[src/rtl/irq_gw_pkg.sv]
package irq_gw_pkg;

    typedef enum logic [1:0] {
        GW_IDLE    = 2'd0,
        GW_PENDING = 2'd1,
        GW_SERVICE = 2'd2
    } gw_state_e;

    typedef struct packed {
        gw_state_e state;
    } gw_regs_t;

endpackage

[src/rtl/gw_sync.sv]
module gw_sync #(
    parameter int STAGES = 2
) (
    input  logic clk,
    input  logic rst_n,
    input  logic async_i,
    output logic sync_o
);
    logic [STAGES-1:0] chain_d, chain_q;

    always_comb begin
        chain_d = {chain_q[STAGES-2:0], async_i};
    end

    always_ff @(posedge clk or negedge rst_n) begin
        if (!rst_n) chain_q <= '0;
        else        chain_q <= chain_d;
    end

    assign sync_o = chain_q[STAGES-1];
endmodule

[src/rtl/gw_edge.sv]
module gw_edge (
    input  logic clk,
    input  logic rst_n,
    input  logic level_i,
    output logic rise_o
);
    logic prev_d, prev_q;

    always_comb begin
        prev_d = level_i;
    end

    always_ff @(posedge clk or negedge rst_n) begin
        if (!rst_n) prev_q <= 1'b0;
        else        prev_q <= prev_d;
    end

    assign rise_o = level_i & ~prev_q;
endmodule

[src/rtl/gw_count.sv]
module gw_count #(
    parameter int MAX = 7,
    localparam int W  = $clog2(MAX + 1)
) (
    input  logic         clk,
    input  logic         rst_n,
    input  logic         clr_i,
    input  logic         inc_i,
    input  logic         dec_i,
    output logic [W-1:0] count_o,
    output logic         avail_o
);
    logic [W-1:0] cnt_d, cnt_q, sum;

    always_comb begin
        sum = cnt_q;
        if (inc_i && (cnt_q != W'(MAX))) sum = cnt_q + W'(1);
        avail_o = (sum != '0);
        cnt_d   = sum;
        if (dec_i && avail_o) cnt_d = sum - W'(1);
        if (clr_i)            cnt_d = '0;
    end

    always_ff @(posedge clk or negedge rst_n) begin
        if (!rst_n) cnt_q <= '0;
        else        cnt_q <= cnt_d;
    end

    assign count_o = cnt_q;
endmodule

[src/rtl/irq_gateway.sv]
module irq_gateway
    import irq_gw_pkg::*;
#(
    parameter int SYNC_STAGES = 2,
    parameter int EDGE_MAX    = 7
) (
    input  logic clk,
    input  logic rst_n,
    input  logic irq_raw_i,
    input  logic edge_mode_i,
    input  logic claim_i,
    input  logic complete_i,
    output logic req_o
);
    localparam int CNT_W = $clog2(EDGE_MAX + 1);

    logic             lvl, rise;
    logic             cnt_inc, cnt_dec, cnt_clr, avail;
    logic [CNT_W-1:0] cnt;
    gw_regs_t         st_d, st_q;
    gw_state_e        cur_state;

    gw_sync #(.STAGES(SYNC_STAGES)) u_sync (
        .clk(clk), .rst_n(rst_n), .async_i(irq_raw_i), .sync_o(lvl)
    );

    gw_edge u_edge (
        .clk(clk), .rst_n(rst_n), .level_i(lvl), .rise_o(rise)
    );

    gw_count #(.MAX(EDGE_MAX)) u_count (
        .clk(clk), .rst_n(rst_n), .clr_i(cnt_clr), .inc_i(cnt_inc),
        .dec_i(cnt_dec), .count_o(cnt), .avail_o(avail)
    );

    assign cur_state = st_q.state;

    // edges are tallied only while a request is outstanding
    assign cnt_inc = rise && (st_q.state != GW_IDLE);
    assign cnt_dec = edge_mode_i && (st_q.state == GW_SERVICE) && complete_i;
    assign cnt_clr = !edge_mode_i;

    always_comb begin
        st_d = st_q;
        unique case (st_q.state)
            GW_IDLE: begin
                if (edge_mode_i ? rise : lvl) st_d.state = GW_PENDING;
            end
            GW_PENDING: begin
                if (claim_i) st_d.state = GW_SERVICE;
            end
            GW_SERVICE: begin
                if (complete_i) begin
                    if (edge_mode_i) st_d.state = avail ? GW_PENDING : GW_IDLE;
                    else             st_d.state = lvl   ? GW_PENDING : GW_IDLE;
                end
            end
            default: st_d.state = GW_IDLE;
        endcase
    end

    always_ff @(posedge clk or negedge rst_n) begin
        if (!rst_n) st_q <= '{state: GW_IDLE};
        else        st_q <= st_d;
    end

    assign req_o = (st_q.state == GW_PENDING);
endmodule

[config.mk]
export PLATFORM = sky130hd
export DESIGN_NAME = irq_gateway
export DESIGN_NICKNAME = d
export VERILOG_FILES = /design/src/rtl/irq_gw_pkg.sv /design/src/rtl/gw_sync.sv /design/src/rtl/gw_edge.sv /design/src/rtl/gw_count.sv /design/src/rtl/irq_gateway.sv
export SDC_FILE = /design/constraint.sdc
export NUM_CORES = 1
export LEC_CHECK = 0
export ABC_CLOCK_PERIOD_IN_PS = 2500
export BUFFER_PORTS_ARGS = -buffer_cell sky130_fd_sc_hd__clkbuf_2
export CAP_MARGIN = 20
export CORE_AREA = 3 3 40 42
export DETAILED_ROUTE_END_ITERATION = 16
export DIE_AREA = 0 0 43 45
export GPL_ROUTABILITY_DRIVEN = 0
export PLACE_DENSITY = 0.51
export SLEW_MARGIN = 15
export SYNTH_ARGS = -nofsm -noshare
export SYNTH_HDL_FRONTEND = slang
export SYNTH_HIERARCHICAL = 1
export SYNTH_SLANG_ARGS = --single-unit
[constraint.sdc]
create_clock -name clk -period 2.5 [get_ports clk]
set_input_delay 0.75 -clock clk [delete_from_list [all_inputs] [get_ports clk]]
set_output_delay 0.75 -clock clk [all_outputs]
set_load 0.01 [all_outputs]
==> flow_summary_export.csv, run 1 <==
group,metric,value,unit
run_status,status,"complete, no violations",
floorplan,io_pins,7,
routing,highest_layer,"met3",
synth,syn-instance-count,40,
sta,grt_setup_unrepaired,"false",
synth,yosysSeqAreaShare,43.1,%
cells_and_area,diodes,0,
floorplan,initial_core_util,36.1,%
sta,final_hold_viol_count,0,
critical_path,crit_chain,"ha_1 > ha_1 > nand2b_4 > xor2_2 > ha_1 > ha_1 > nor2b_1 > nor2_1 > mux2_4",
critical_path,worstPathRequired,2.62,ns
sta,fin_crit_sh,88.8,%
floorplan,core-area,1280,µm²
critical_path,path_class,"register to register",
clocking,clk_latency,0.24,ns
routing,drc,0,
routing,route.met2.wl,367,µm
clocking,path_clk_slew,0.05,ns
critical_path,critical-path-top-cell-by-count,"ha_1",
cells_and_area,num-fill-cells,131,
clocking,cts_sinks,8,
clocking,numCtsBuffers,3,
sta,whs,0.336,ns
routing,dr_wl_met3,12,µm
synth,yosys.area.top_type_share,43.1,%
cells_and_area,nNetsFinal,61,
clocking,clock-root-buffer,"clkbuf_4",
clocking,tritoncts,"yes",
cells_and_area,area_growth,15.4,%
global_route,grt_max_degree,9,
place,hpwl,631,µm
flow_run,drv_cap,0,
routing,vias_per_cell,4.86,
synth,syn-cell-area,464,µm²
sta,finalCriticalPeriod,2.22,ns
synth,yosys-mux-area-fraction,7.55,%
sta,tns,0,ns
global_route,grt_overflow,0,
sta,fin_ws,0.279,ns
power_and_ir_drop,total_power,370,µW
sta,finalClockSkew,0.00286,ns
routing,wire_per_inst,11.5,µm
floorplan,die_area,1940,µm²
critical_path,cp.arrival,2.34,ns
power_and_ir_drop,p_leak,0.284,nW
critical_path,cp_slowest_cell,"dfrtp_1",
synth,yosys_warnings,6,
sta,fmax,450,MHz
clocking,htree_num_levels,1,
critical_path,cp_max_fo,3,
min_path,hold_path_class,"primary input to asynchronous set/reset pin",
critical_path,cp-start-kind,"register",
global_route,grt_pass1_vias,286,
synth,synth_top_family_by_area,"simple AND/OR/NAND/NOR gates",
routing,drtAntennaViolNets,0,
global_route,antenna_found_initial,0,
clocking,hold_buffers,0,
critical_path,slowest_delay,0.40,ns
synth,ys_types,23,
critical_path,critPathBufInv,0,
place,io_buffers,6,
synth,ys_top_cells_by_area,"dfrtp_1, ha_1, mux2i_1, xor2_2, a21o_1",
synth,ys_ff_latch,8,
global_route,grt_pass1_wl,1120,µm
sta,slew_viol_final,0,
synth,synth_xor_area_share,3.50,%
synth,synth_area_leader_cell,"dfrtp_1",
synth,yosys.area_share.adder,10.8,%
synth,synthArstFlopShare,100,%
power_and_ir_drop,p_per_area,691,nW/µm²
floorplan,die_h,45,µm
synth,synth_compound_area_share,12.9,%
synth,avgSynthCellArea,11.6,µm²
critical_path,critPathTopFamily,"adder cells",
clocking,clock_path_buffers,2,
routing,num_vias,311,
synth,ys_top_cells_by_count,"dfrtp_1, ha_1, inv_1, nor2_1",
floorplan,fp.dieW,43,µm
synth,syn_nets,50,
routing,drt_iter0_markers,0,
routing,drt_pass1_iterations,1,
synth,synth.most_common_cell,"dfrtp_1",
synth,synth_simple_gate_area_share,19.7,%
routing,wl_met1,357,µm
synth,synth_flop_cell,"dfrtp_1",
clocking,cts_setup_buffers,0,
place,place_ws,0.292,ns
routing,wl,737,µm
sta,setup_violations,0,
sta,worst_pin_slew,0.318,ns
power_and_ir_drop,irDropWorstVdd,0.314,mV
cells_and_area,stdcell_area,536,µm²
global_route,grt_util_all_layers,8.02,%
cells_and_area,drive_gt1_share,30.6,%
clocking,ctsResizeCount,0,
synth,synth_edf_count,0,
place,place_area,513,µm²
floorplan,rows,13,
sta,relSlewSlack,78.5,%
critical_path,cp-end-kind,"register",
cells in the final DEF (no fill, tap or decap), drive strengths merged, types with 2 or more instances in the layout:
cell type,synthesis,routed
clkbuf,0,9
dfrtp,8,8
ha,4,4
inv,3,3
nor2,3,3
nand2b,3,3
mux2i,2,2
a21o,2,2
a21oi,2,2
nor2b,2,2
stage by stage:
step | std cells | util [%]
floorplan | 40 | -
global placement | 61 | 39.9
detailed placement | 61 | 39.9
CTS | 64 | 41.7
global route | 64 | 41.7
finish | 64 | 41.7
cell families after synthesis:
logic type | count (synthesis)
AOI/OAI and AO/OA | 8
muxes | 3
adders and majority gates | 4
DFF | 8
xor gates and xnor gates | 1
buffers and inverters | 3
and+or+nand+nor | 13
report_power, final:
group          switching [mW]  total [mW]  internal [mW]
clock                  0.0349      0.0892         0.0543
sequential             0.0214       0.169          0.148
combinational          0.0545       0.112         0.0571
total                   0.111       0.370          0.259
worst register-to-register path, stage by stage (launching register included):
cell      delay (ns)
dfrtp_1         0.40
ha_1            0.21
ha_1            0.18
nand2b_4        0.16
xor2_2          0.16
ha_1            0.20
ha_1            0.22
nor2b_1         0.22
nor2_1          0.07
mux2_4          0.28
final timing paths:
check                                                   from                           end  slack [ns]  depth (start not counted)
min in group clk                 u_sync/chain_q[0]$_DFF_PN0_   u_sync/chain_q[1]$_DFF_PN0_        0.35                          0
worst max register to register  u_count/count_o[0]$_DFF_PN0_  u_count/count_o[0]$_DFF_PN0_        0.28                          9
worst max-delay path            u_count/count_o[0]$_DFF_PN0_  u_count/count_o[0]$_DFF_PN0_        0.28                          9
worst min register to register   u_sync/chain_q[0]$_DFF_PN0_   u_sync/chain_q[1]$_DFF_PN0_        0.35                          0
max in group asynchronous                              rst_n      cur_state[1]$_DFFE_PN0P_        2.00                          1
worst min-delay path                                   rst_n  u_count/count_o[1]$_DFF_PN0_        0.34                          1
final cells by class:
class / count / area, µm² / share of cell area, %
Multi-Input combinational cell: 29 / 253 / 47.2
Sequential cell: 8 / 200 / 37.4
Timing Repair Buffer: 6 / 30.0 / 5.61
Clock buffer: 3 / 22.5 / 4.21
Tap cell: 15 / 18.8 / 3.50
Inverter: 3 / 11.3 / 2.10
flip-flops by register name, indices dropped and copies added (netlist names):
register / cells
u_count/count_o: 3
u_edge/prev_q: 1
u_sync/chain_q: 2
cur_state: 2
metal layers:
| metal | GRT usage, % | up-vias |
|---|---|---|
| met5 | 0 | - |
| met4 | 5.42 | 0 |
| met3 | 1.20 | 0 |
| met2 | 12.3 | 3 |
| met1 | 10.5 | 149 |
| li1 | - | 159 |
(Power assumes the default switching activity.)
==> run 2: changes to the inputs <==
BUFFER_PORTS_ARGS = -buffer_cell sky130_fd_sc_hd__buf_2   (was -buffer_cell sky130_fd_sc_hd__clkbuf_2)
PLACE_DENSITY = 0.5   (was 0.51)
==> flow_summary_export.csv, run 2 (synthesis results as in run 1) <==
group,metric,value,unit
cells_and_area,num-fill-cells,123,
routing,drtAntennaViolNets,0,
clocking,clock-root-buffer,"clkbuf_4",
power_and_ir_drop,irDropWorstVdd,0.293,mV
sta,final_hold_viol_count,0,
cells_and_area,final_common_cell,"dfrtp_1",
routing,drc,0,
run_status,status,"complete, no violations",
sta,grt_setup_unrepaired,"false",
clocking,ctsResizeCount,0,
critical_path,cp-end-kind,"register",
global_route,antenna_found_initial,0,
routing,vias_per_cell,4.84,
flow_run,drv_cap,0,
critical_path,cp_slowest_cell,"dfrtp_1",
cells_and_area,drive_gt1_share,30.6,%
cells_and_area,stdcell_count,64,
floorplan,core-area,1280,µm²
global_route,grt_overflow,0,
global_route,grt_util_all_layers,8.94,%
cells_and_area,largest_register_ffs,3,
cells_and_area,nNetsFinal,61,
critical_path,cp-start-kind,"register",
sta,setup_violations,0,
place,dp_cells,61,
place,place_area,513,µm²
clocking,path_clk_slew,0.05,ns
power_and_ir_drop,p_per_area,695,nW/µm²
clocking,htree_num_levels,1,
clocking,cts_setup_buffers,0,
floorplan,initial_core_util,36.1,%
clocking,numCtsBuffers,3,
sta,finalCriticalPeriod,2.17,ns
critical_path,cp.arrival,2.29,ns
critical_path,critPathTopFamily,"adder cells",
sta,fin_crit_sh,86.6,%
critical_path,slowest_delay,0.40,ns
clocking,clk_latency,0.24,ns
floorplan,die_area,1940,µm²
sta,relSlewSlack,83.2,%
routing,num_vias,310,
routing,wire_per_inst,11.2,µm
global_route,grt_pass1_vias,300,
routing,drt_pass1_iterations,2,
floorplan,io_pins,7,
place,io_buffers,6,
sta,finalClockSkew,0.00458,ns
power_and_ir_drop,p_leak,0.284,nW
clocking,clock_path_buffers,2,
clocking,tritoncts,"yes",
place,hpwl,631,µm
min_path,hold_path_class,"primary input to asynchronous set/reset pin",
routing,wl,715,µm
critical_path,critPathBufInv,0,
critical_path,critical-path-top-cell-by-count,"ha_1",
clocking,cts_sinks,8,
floorplan,die_h,45,µm
cells_and_area,layout_common_cells,"dfrtp_1, buf_2, ha_1",
sta,slew_viol_final,0,
cells_and_area,stdcell_area,536,µm²
critical_path,crit_chain,"ha_1 > ha_1 > nand2b_4 > xor2_2 > ha_1 > ha_1 > nor2b_1 > nor2_1 > mux2_4",
sta,fmax,462,MHz
sta,worst_pin_slew,0.249,ns
sta,tns,0,ns
critical_path,path_class,"register to register",
critical_path,worstPathRequired,2.63,ns
global_route,grt_max_degree,9,
cells_and_area,diodes,0,
routing,drt_iter0_markers,4,
global_route,grt_pass1_wl,1190,µm
cells_and_area,area_growth,15.4,%
clocking,hold_buffers,0,
floorplan,fp.dieW,43,µm
critical_path,cp_max_fo,3,
floorplan,rows,13,
## run 2: cell types whose count changed in the layout (fill, tap and decap cells not counted)
cell / change
buf_2: +6
clkbuf_2: -6
## run 2: worst register-to-register path, stage by stage, from the launching register on
cell and delay, ns:
dfrtp_1 0.40, ha_1 0.21, ha_1 0.17, nand2b_4 0.16, xor2_2 0.16, ha_1 0.20, ha_1 0.22, nor2b_1 0.19
nor2_1 0.06, mux2_4 0.27
## run 2: worst paths after layout
check,to,from,cells past startpoint,slack (ns)
setup / recovery,u_count/count_o[0]$_DFF_PN0_,u_count/count_o[0]$_DFF_PN0_,9,0.33
hold / removal,u_count/count_o[1]$_DFF_PN0_,rst_n,1,0.33
setup reg to reg,u_count/count_o[0]$_DFF_PN0_,u_count/count_o[0]$_DFF_PN0_,9,0.33
hold reg to reg,u_sync/chain_q[1]$_DFF_PN0_,u_sync/chain_q[0]$_DFF_PN0_,0,0.35
max in group asynchronous,cur_state[0]$_DFFE_PN0P_,rst_n,1,2.01
min in group clk,u_sync/chain_q[1]$_DFF_PN0_,u_sync/chain_q[0]$_DFF_PN0_,0,0.35
## run 2: per-layer routing
layer	track usage (%)	wire (µm)	part of all wire, %
met5	0	0	0
met4	10.8	17	2.4
met3	1.20	14	2.0
met2	13.5	363	51
met1	10.0	321	45
## run 2: area by class of cell
| type | count | area, µm² | share of cell area, % |
|---|---|---|---|
| Clock buffer | 3 | 22.5 | 4.21 |
| Tap cell | 15 | 18.8 | 3.50 |
| Inverter | 3 | 11.3 | 2.10 |
| Timing Repair Buffer | 6 | 30.0 | 5.61 |
| Sequential cell | 8 | 200 | 37.4 |
| Multi-Input combinational cell | 29 | 253 | 47.2 |
## run 2: report_power, final
group,switching [mW],total [mW],leakage [nW],internal [mW]
clock,0.0361,0.0905,0.0138,0.0544
combinational,0.0547,0.113,0.168,0.0581
sequential,0.0214,0.169,0.102,0.148
total,0.112,0.372,0.284,0.260
## run 2: stage by stage
stage / utilization, % / worst slack, ns / hold WS, ns / total power [mW]
final: 41.7 / 0.334 / 0.328 / 0.372
after CTS: 41.7 / 0.317 / 0.322 / 0.380
after global placement: 39.9 / 0.366 / 0.342 / 0.277
after global routing: 41.7 / 0.218 / 0.323 / 0.403
after floorplan: - / 0.434 / 0.331 / 0.252
after detailed placement: 39.9 / 0.318 / 0.346 / 0.285
